File: config.mk
export PLATFORM = sky130hd
export DESIGN_NAME = mdrop_rx_filter
export DESIGN_NICKNAME = d
export VERILOG_FILES = /design/src/rtl/mdrop_pkg.sv /design/src/rtl/mdrop_bit_sampler.sv /design/src/rtl/mdrop_addr_match.sv /design/src/rtl/mdrop_rx_filter.sv
export SDC_FILE = /design/constraint.sdc
export NUM_CORES = 1
export LEC_CHECK = 0
export BUFFER_PORTS_ARGS = -buffer_cell sky130_fd_sc_hd__buf_4
export CAP_MARGIN = 20
export CORE_ASPECT_RATIO = 0.75
export CORE_MARGIN = 5
export CORE_UTILIZATION = 45
export DETAILED_ROUTE_END_ITERATION = 8
export GPL_TIMING_DRIVEN = 0
export PLACE_DENSITY_LB_ADDON = 0.15
export SLEW_MARGIN = 10
export SYNTH_ARGS = -nofsm -noshare
export SYNTH_HDL_FRONTEND = slang
export SYNTH_SLANG_ARGS = --single-unit
File: constraint.sdc
create_clock -name clk_i -period 1.93 [get_ports clk_i]
set_clock_uncertainty 0.2 [all_clocks]
set_input_delay 0.386 -clock clk_i [delete_from_list [all_inputs] [get_ports clk_i]]
set_output_delay 0.386 -clock clk_i [all_outputs]
set_load 0.01 [all_outputs]
File: src/rtl/mdrop_pkg.sv
package mdrop_pkg;
  localparam int unsigned DW = 8;

  typedef enum logic [1:0] {
    SEL_ADDR  = 2'd0,
    SEL_MASK  = 2'd1,
    SEL_MODE  = 2'd2,
    SEL_CLEAR = 2'd3
  } wr_sel_e;

  typedef struct packed {
    logic [DW-1:0] data;
    logic          bit9;
    logic          stop_ok;
  } frame_t;
endpackage

File: src/rtl/mdrop_bit_sampler.sv
module mdrop_bit_sampler
  import mdrop_pkg::*;
#(
  parameter int unsigned OVS = 16
) (
  input  logic   clk_i,
  input  logic   rst_ni,
  input  logic   rxd_i,
  output logic   frm_valid_o,
  output frame_t frm_o
);
  localparam int unsigned CW    = (OVS > 2) ? $clog2(OVS) : 1;
  localparam int unsigned NBITS = DW + 2;   // data, ninth, stop
  localparam int unsigned IW    = $clog2(NBITS);

  typedef enum logic [1:0] {S_IDLE, S_START, S_SHIFT} st_e;

  st_e           st_q;
  logic [CW-1:0] cnt_q;
  logic [IW-1:0] idx_q;
  logic [DW:0]   sh_q;
  logic [1:0]    sync_q;
  logic          prev_q;
  logic          rx_s;

  assign rx_s = sync_q[1];

  always_ff @(posedge clk_i or negedge rst_ni) begin
    if (!rst_ni) begin
      sync_q <= 2'b11;
      prev_q <= 1'b1;
    end else begin
      sync_q <= {sync_q[0], rxd_i};
      prev_q <= rx_s;
    end
  end

  always_ff @(posedge clk_i or negedge rst_ni) begin
    if (!rst_ni) begin
      st_q        <= S_IDLE;
      cnt_q       <= '0;
      idx_q       <= '0;
      sh_q        <= '0;
      frm_valid_o <= 1'b0;
      frm_o       <= '0;
    end else begin
      frm_valid_o <= 1'b0;
      unique case (st_q)
        S_IDLE: begin
          if (prev_q && !rx_s) begin
            st_q  <= S_START;
            cnt_q <= CW'(OVS/2 - 1);
          end
        end
        S_START: begin
          if (cnt_q == '0) begin
            if (!rx_s) begin
              st_q  <= S_SHIFT;
              cnt_q <= CW'(OVS - 1);
              idx_q <= '0;
            end else begin
              st_q <= S_IDLE;   // glitch, not a start bit
            end
          end else begin
            cnt_q <= cnt_q - 1'b1;
          end
        end
        S_SHIFT: begin
          if (cnt_q == '0) begin
            cnt_q <= CW'(OVS - 1);
            if (idx_q == IW'(NBITS - 1)) begin
              frm_valid_o   <= 1'b1;
              frm_o.data    <= sh_q[DW-1:0];
              frm_o.bit9    <= sh_q[DW];
              frm_o.stop_ok <= rx_s;
              st_q          <= S_IDLE;
            end else begin
              sh_q  <= {rx_s, sh_q[DW:1]};
              idx_q <= idx_q + 1'b1;
            end
          end else begin
            cnt_q <= cnt_q - 1'b1;
          end
        end
        default: st_q <= S_IDLE;
      endcase
    end
  end
endmodule

File: src/rtl/mdrop_addr_match.sv
module mdrop_addr_match #(
  parameter int unsigned W = 8
) (
  input  logic [W-1:0] rx_i,
  input  logic [W-1:0] addr_i,
  input  logic [W-1:0] mask_i,
  output logic         uni_hit_o,
  output logic         bc_hit_o
);
  logic [W-1:0] bc_care;
  assign bc_care = addr_i | mask_i;

  logic [W-1:0] uni_miss, bc_miss;
  for (genvar i = 0; i < W; i++) begin : g_bit
    assign uni_miss[i] = mask_i[i]  & (rx_i[i] ^ addr_i[i]);
    assign bc_miss[i]  = bc_care[i] & ~rx_i[i];
  end

  assign uni_hit_o = ~|uni_miss;
  assign bc_hit_o  = ~|bc_miss;
endmodule

File: src/rtl/mdrop_rx_filter.sv
module mdrop_rx_filter
  import mdrop_pkg::*;
#(
  parameter int unsigned OVS = 16
) (
  input  logic          clk_i,
  input  logic          rst_ni,
  input  logic          rxd_i,
  input  logic          wr_en_i,
  input  logic [1:0]    wr_sel_i,
  input  logic [DW-1:0] wr_data_i,
  output logic          rx_irq_o,
  output logic          overrun_o,
  output logic [DW-1:0] rx_data_o,
  output logic          rx_bit9_o
);
  logic          frm_valid;
  frame_t        frm;
  logic [DW-1:0] addr_q, mask_q;
  logic          filt_en_q;
  logic          uni_hit, bc_hit, accept;
  logic          wr_clr_flag, wr_clr_ovr;

  mdrop_bit_sampler #(.OVS(OVS)) u_sampler (
    .clk_i      (clk_i),
    .rst_ni     (rst_ni),
    .rxd_i      (rxd_i),
    .frm_valid_o(frm_valid),
    .frm_o      (frm)
  );

  mdrop_addr_match #(.W(DW)) u_match (
    .rx_i     (frm.data),
    .addr_i   (addr_q),
    .mask_i   (mask_q),
    .uni_hit_o(uni_hit),
    .bc_hit_o (bc_hit)
  );

  assign accept = frm_valid && frm.stop_ok &&
                  (!filt_en_q || (frm.bit9 && (uni_hit || bc_hit)));

  assign wr_clr_flag = wr_en_i && (wr_sel_i == SEL_CLEAR) && wr_data_i[0];
  assign wr_clr_ovr  = wr_en_i && (wr_sel_i == SEL_CLEAR) && wr_data_i[1];

  always_ff @(posedge clk_i or negedge rst_ni) begin
    if (!rst_ni) begin
      addr_q    <= '0;
      mask_q    <= '0;
      filt_en_q <= 1'b0;
    end else if (wr_en_i) begin
      case (wr_sel_i)
        SEL_ADDR: addr_q    <= wr_data_i;
        SEL_MASK: mask_q    <= wr_data_i;
        SEL_MODE: filt_en_q <= wr_data_i[0];
        default: ;
      endcase
    end
  end

  // a frame landing in the same cycle as a clear wins
  always_ff @(posedge clk_i or negedge rst_ni) begin
    if (!rst_ni) begin
      rx_irq_o  <= 1'b0;
      overrun_o <= 1'b0;
      rx_data_o <= '0;
      rx_bit9_o <= 1'b0;
    end else begin
      if (accept) begin
        rx_data_o <= frm.data;
        rx_bit9_o <= frm.bit9;
        rx_irq_o  <= 1'b1;
        if (rx_irq_o) overrun_o <= 1'b1;
        else if (wr_clr_ovr) overrun_o <= 1'b0;
      end else begin
        if (wr_clr_flag) rx_irq_o  <= 1'b0;
        if (wr_clr_ovr)  overrun_o <= 1'b0;
      end
    end
  end
endmodule

==> impl_metrics.env <==
export IMPL_result_of_the_run="complete, but fails checks"
export IMPL_failed_checks="negative setup slack"
export IMPL_drt_first_iter_violations=76
export IMPL_ioPinCount=25
export IMPL_detailedRoute_firstPassIterationCount=4
export IMPL_finalPower_w=0.003676
export IMPL_report_final_slew_viol_count=0
export IMPL_num_vias=2177
export IMPL_final_instance_area_um2=3606
export IMPL_peakVddDrop_uv=491.5
export IMPL_setup_viol=6
export IMPL_cts_clk_slew_worst_paths_ns=0.07
export IMPL_tritoncts_clock_tree="built"
export IMPL_fp_coreArea_um2=6287
export IMPL_route_antenna_remaining_nets=0
export IMPL_register_area_share_after_synthesis=0.5265
export IMPL_yosysUniqueCellTypes=43
export IMPL_numClockSinks=61
export IMPL_worst_hold_path_type="in2reg"
export IMPL_postLayoutSetupSlackWorst_ns=-0.1490
export IMPL_grt_antenna_before_repair=0
export IMPL_criticalPathCategory="reg2reg"
export IMPL_drt_vias_per_instance=5.402
export IMPL_detailed_place_area_um2=3191
export IMPL_grt_setup_unrepaired="yes"
export IMPL_remaining_drc_errors=0
export IMPL_syn_nets=290
export IMPL_first_global_vias=2120
export IMPL_tightestPinTransition_ns=0.7808
export IMPL_synthArstFlopShare=1.000
export IMPL_buffer_ports_inserted=24
export IMPL_synth_warning_count=0
export IMPL_worst_slew_margin_rel=0.4795
export IMPL_power_static_leakage_nw=1.657
export IMPL_num_rows=25
export IMPL_dominantRegCellSynth="sky130_fd_sc_hd__dfrtp_1"
export IMPL_die_outline_area_um2=8183
export IMPL_grt_util_all_layers=0.1738
export IMPL_insertion_delay_ns=0.34
export IMPL_layout_common_cells="sky130_fd_sc_hd__dfrtp_1, sky130_fd_sc_hd__nand2_1, sky130_fd_sc_hd__buf_4"
export IMPL_finalHoldViolCount=0
export IMPL_arrival_ns=2.15
export IMPL_final_period_utilization=1.077
export IMPL_worst_setup_path_start_kind="flop"
export IMPL_grt_pass1_wl_mm=10.74
export IMPL_timing_critical_path_required_ns=2.00
export IMPL_most_common_cell_after_layout_fill_and_taps_aside="sky130_fd_sc_hd__dfrtp_1"
export IMPL_total_of_max_cap_violations=0
export IMPL_netlist_area_before_placement_um2=2907
export IMPL_place_detailed_hpwl_mm=4.300
export IMPL_die_width_um=102.8
export IMPL_synth_enable_flop_cells=0
export IMPL_fill_count=535
export IMPL_post_place_ws_ns=-0.4245
export IMPL_initial_core_util=0.4623
export IMPL_totalNegativeSetupSlack_ns=-0.3455
export IMPL_cts_buffers=9
export IMPL_period_needed_ns=2.079
export IMPL_syn2layout_area_growth_pct=24.06
export IMPL_worstPathMaxFanout=3
export IMPL_die_h_um=79.60
export IMPL_total_grt_overflow=0
export IMPL_drt_total_wl_mm=6.421
export IMPL_syn_area_per_cell_um2=10.80
export IMPL_share_of_post_route_cells_with_drive_strength_above_1=0.3106
export IMPL_final_nets=338
export IMPL_power_density_nw_per_um2=1020
export IMPL_root_buffer="sky130_fd_sc_hd__clkbuf_8"
export IMPL_largest_buffer_count_on_any_clock_path=2
export IMPL_cts_htree_levels=3
export IMPL_place_gp_congestion=0.7617
export IMPL_diodes=0
export IMPL_flip_flop_and_latch_count_after_synthesis=61
export IMPL_fmax_ghz=0.4810
export IMPL_synthesis_instances=269
export IMPL_detail_route_wl_per_cell_um=15.93
export IMPL_cp_end_kind="flop"
export IMPL_grt_start_max_net_pins=62
[synth_stat cells (2+ instances only)]
master	instances	area share
sky130_fd_sc_hd__o22ai_1	2	0.0043
sky130_fd_sc_hd__o21ai_0	10	0.017
sky130_fd_sc_hd__ha_1	7	0.030
sky130_fd_sc_hd__clkbuf_1	4	0.0052
sky130_fd_sc_hd__o21ai_2	2	0.0060
sky130_fd_sc_hd__nor2_1	10	0.013
sky130_fd_sc_hd__nor3_1	6	0.010
sky130_fd_sc_hd__o211ai_1	8	0.021
sky130_fd_sc_hd__nand3b_1	3	0.0077
sky130_fd_sc_hd__a31oi_1	2	0.0043
sky130_fd_sc_hd__nand4b_1	8	0.024
sky130_fd_sc_hd__a22oi_1	14	0.036
sky130_fd_sc_hd__nor3b_2	2	0.0086
sky130_fd_sc_hd__xor2_1	8	0.024
sky130_fd_sc_hd__nand4_1	3	0.0065
sky130_fd_sc_hd__dfstp_2	3	0.027
sky130_fd_sc_hd__a21oi_1	5	0.0086
sky130_fd_sc_hd__dfrtp_1	58	0.50
sky130_fd_sc_hd__nand2b_1	2	0.0043
sky130_fd_sc_hd__nand3_1	5	0.0086
sky130_fd_sc_hd__nand2_1	49	0.063
sky130_fd_sc_hd__inv_1	11	0.014
sky130_fd_sc_hd__mux2_2	25	0.097
sky130_fd_sc_hd__o21bai_1	3	0.0077
[where the power goes]
| group | switching [W] | internal, W | total (W) |
|---|---|---|---|
| clock | 0.000489 | 0.000793 | 0.00128 |
| sequential | 0.000131 | 0.00141 | 0.00154 |
| combinational | 0.000463 | 0.000391 | 0.000854 |
[layout make-up]
class                           count  area (um^2)  share of cell area
Clock buffer                       12        155.1             0.04303
Tap cell                           81        101.3             0.02811
Multi-Input combinational cell    190         1363              0.3779
Inverter                           12        48.80             0.01353
Timing Repair Buffer               39        317.8             0.08813
Clock inverter                      4        70.07             0.01943
Sequential cell                    61         1530              0.4244
Buffer                              4        20.02            0.005552
[timing repair]
item                       in CTS  in global routing
resized for setup               7                 14
setup endpoints to repair      38                 31
pin swaps                       4                  1
hold buffers                    2                  0
buffers inserted                8                  5
hold endpoints to repair       59                  0
[logic make-up (layout without fill, tap and decap cells)]
kind of cell,after synthesis,in the layout,share of synthesized area
adder cells (fa/ha/maj),7,7,0.03013
multiplexers,25,25,0.09686
AO/OA/AOI/OAI,52,52,0.1227
XOR/XNOR,8,8,0.02411
buffers and inverters,18,71,0.02367
AND/OR/NAND/NOR,98,98,0.1761
flip-flops,61,61,0.5265
[critical path, stage by stage, from the launching register on]
cell,delay (ns)
sky130_fd_sc_hd__dfrtp_1,0.39
sky130_fd_sc_hd__inv_2,0.08
sky130_fd_sc_hd__ha_4,0.13
sky130_fd_sc_hd__or3b_4,0.41
sky130_fd_sc_hd__o21ai_2,0.14
sky130_fd_sc_hd__nand3_2,0.09
sky130_fd_sc_hd__or4b_1,0.48
sky130_fd_sc_hd__nand3_1,0.09
[layer usage]
metal / routed length [um] / track usage / share of wire
met5: 0 / 0 / 0
met4: 75 / 0.06339 / 0.012
met3: 390 / 0.06201 / 0.061
met2: 2739 / 0.2371 / 0.43
met1: 3216 / 0.2521 / 0.50
[final timing paths]
| kind | slack [ns] | from | to | cells past startpoint |
|---|---|---|---|---|
| setup / recovery | -0.15 | u_sampler.cnt_q[0]$_DFFE_PN0P_ | u_sampler.idx_q[3]$_DFFE_PN0P_ | 7 |
| hold / removal | 0.08 | wr_data_i[6] | addr_q[6]$_DFFE_PN0P_ | 2 |
| setup reg to reg | -0.15 | u_sampler.cnt_q[0]$_DFFE_PN0P_ | u_sampler.idx_q[3]$_DFFE_PN0P_ | 7 |
| hold reg to reg | 0.16 | u_sampler.sync_q[0]$_DFF_PN1_ | u_sampler.sync_q[1]$_DFF_PN1_ | 0 |
| max in group asynchronous | 0.55 | rst_ni | addr_q[4]$_DFFE_PN0P_ | 2 |
| min in group asynchronous | 0.47 | rst_ni | rx_data_o[3]$_DFFE_PN0P_ | 2 |
[flip-flops by register name, summed over array words and instances, names as in the netlist, 2 cells and up]
name              count
addr_q                8
mask_q                8
u_sampler.cnt_q       4
u_sampler.st_q        2
rx_data_o             8
u_sampler.frm_o      10
u_sampler.sh_q        9
u_sampler.idx_q       4
u_sampler.sync_q      2
[metrics by stage]
stage / hold WS, ns / std cells / utilization
2_1_floorplan: -0.1096 / 269 / -
3_3_place_gp: 0.1504 / 374 / 0.5075
3_5_place_dp: 0.1493 / 374 / 0.5075
4_1_cts: 0.06622 / 398 / 0.5592
5_1_grt: 0.07170 / 403 / 0.5735
6_report: 0.08020 / 403 / 0.5735
Power figures use the tool's default switching activity.
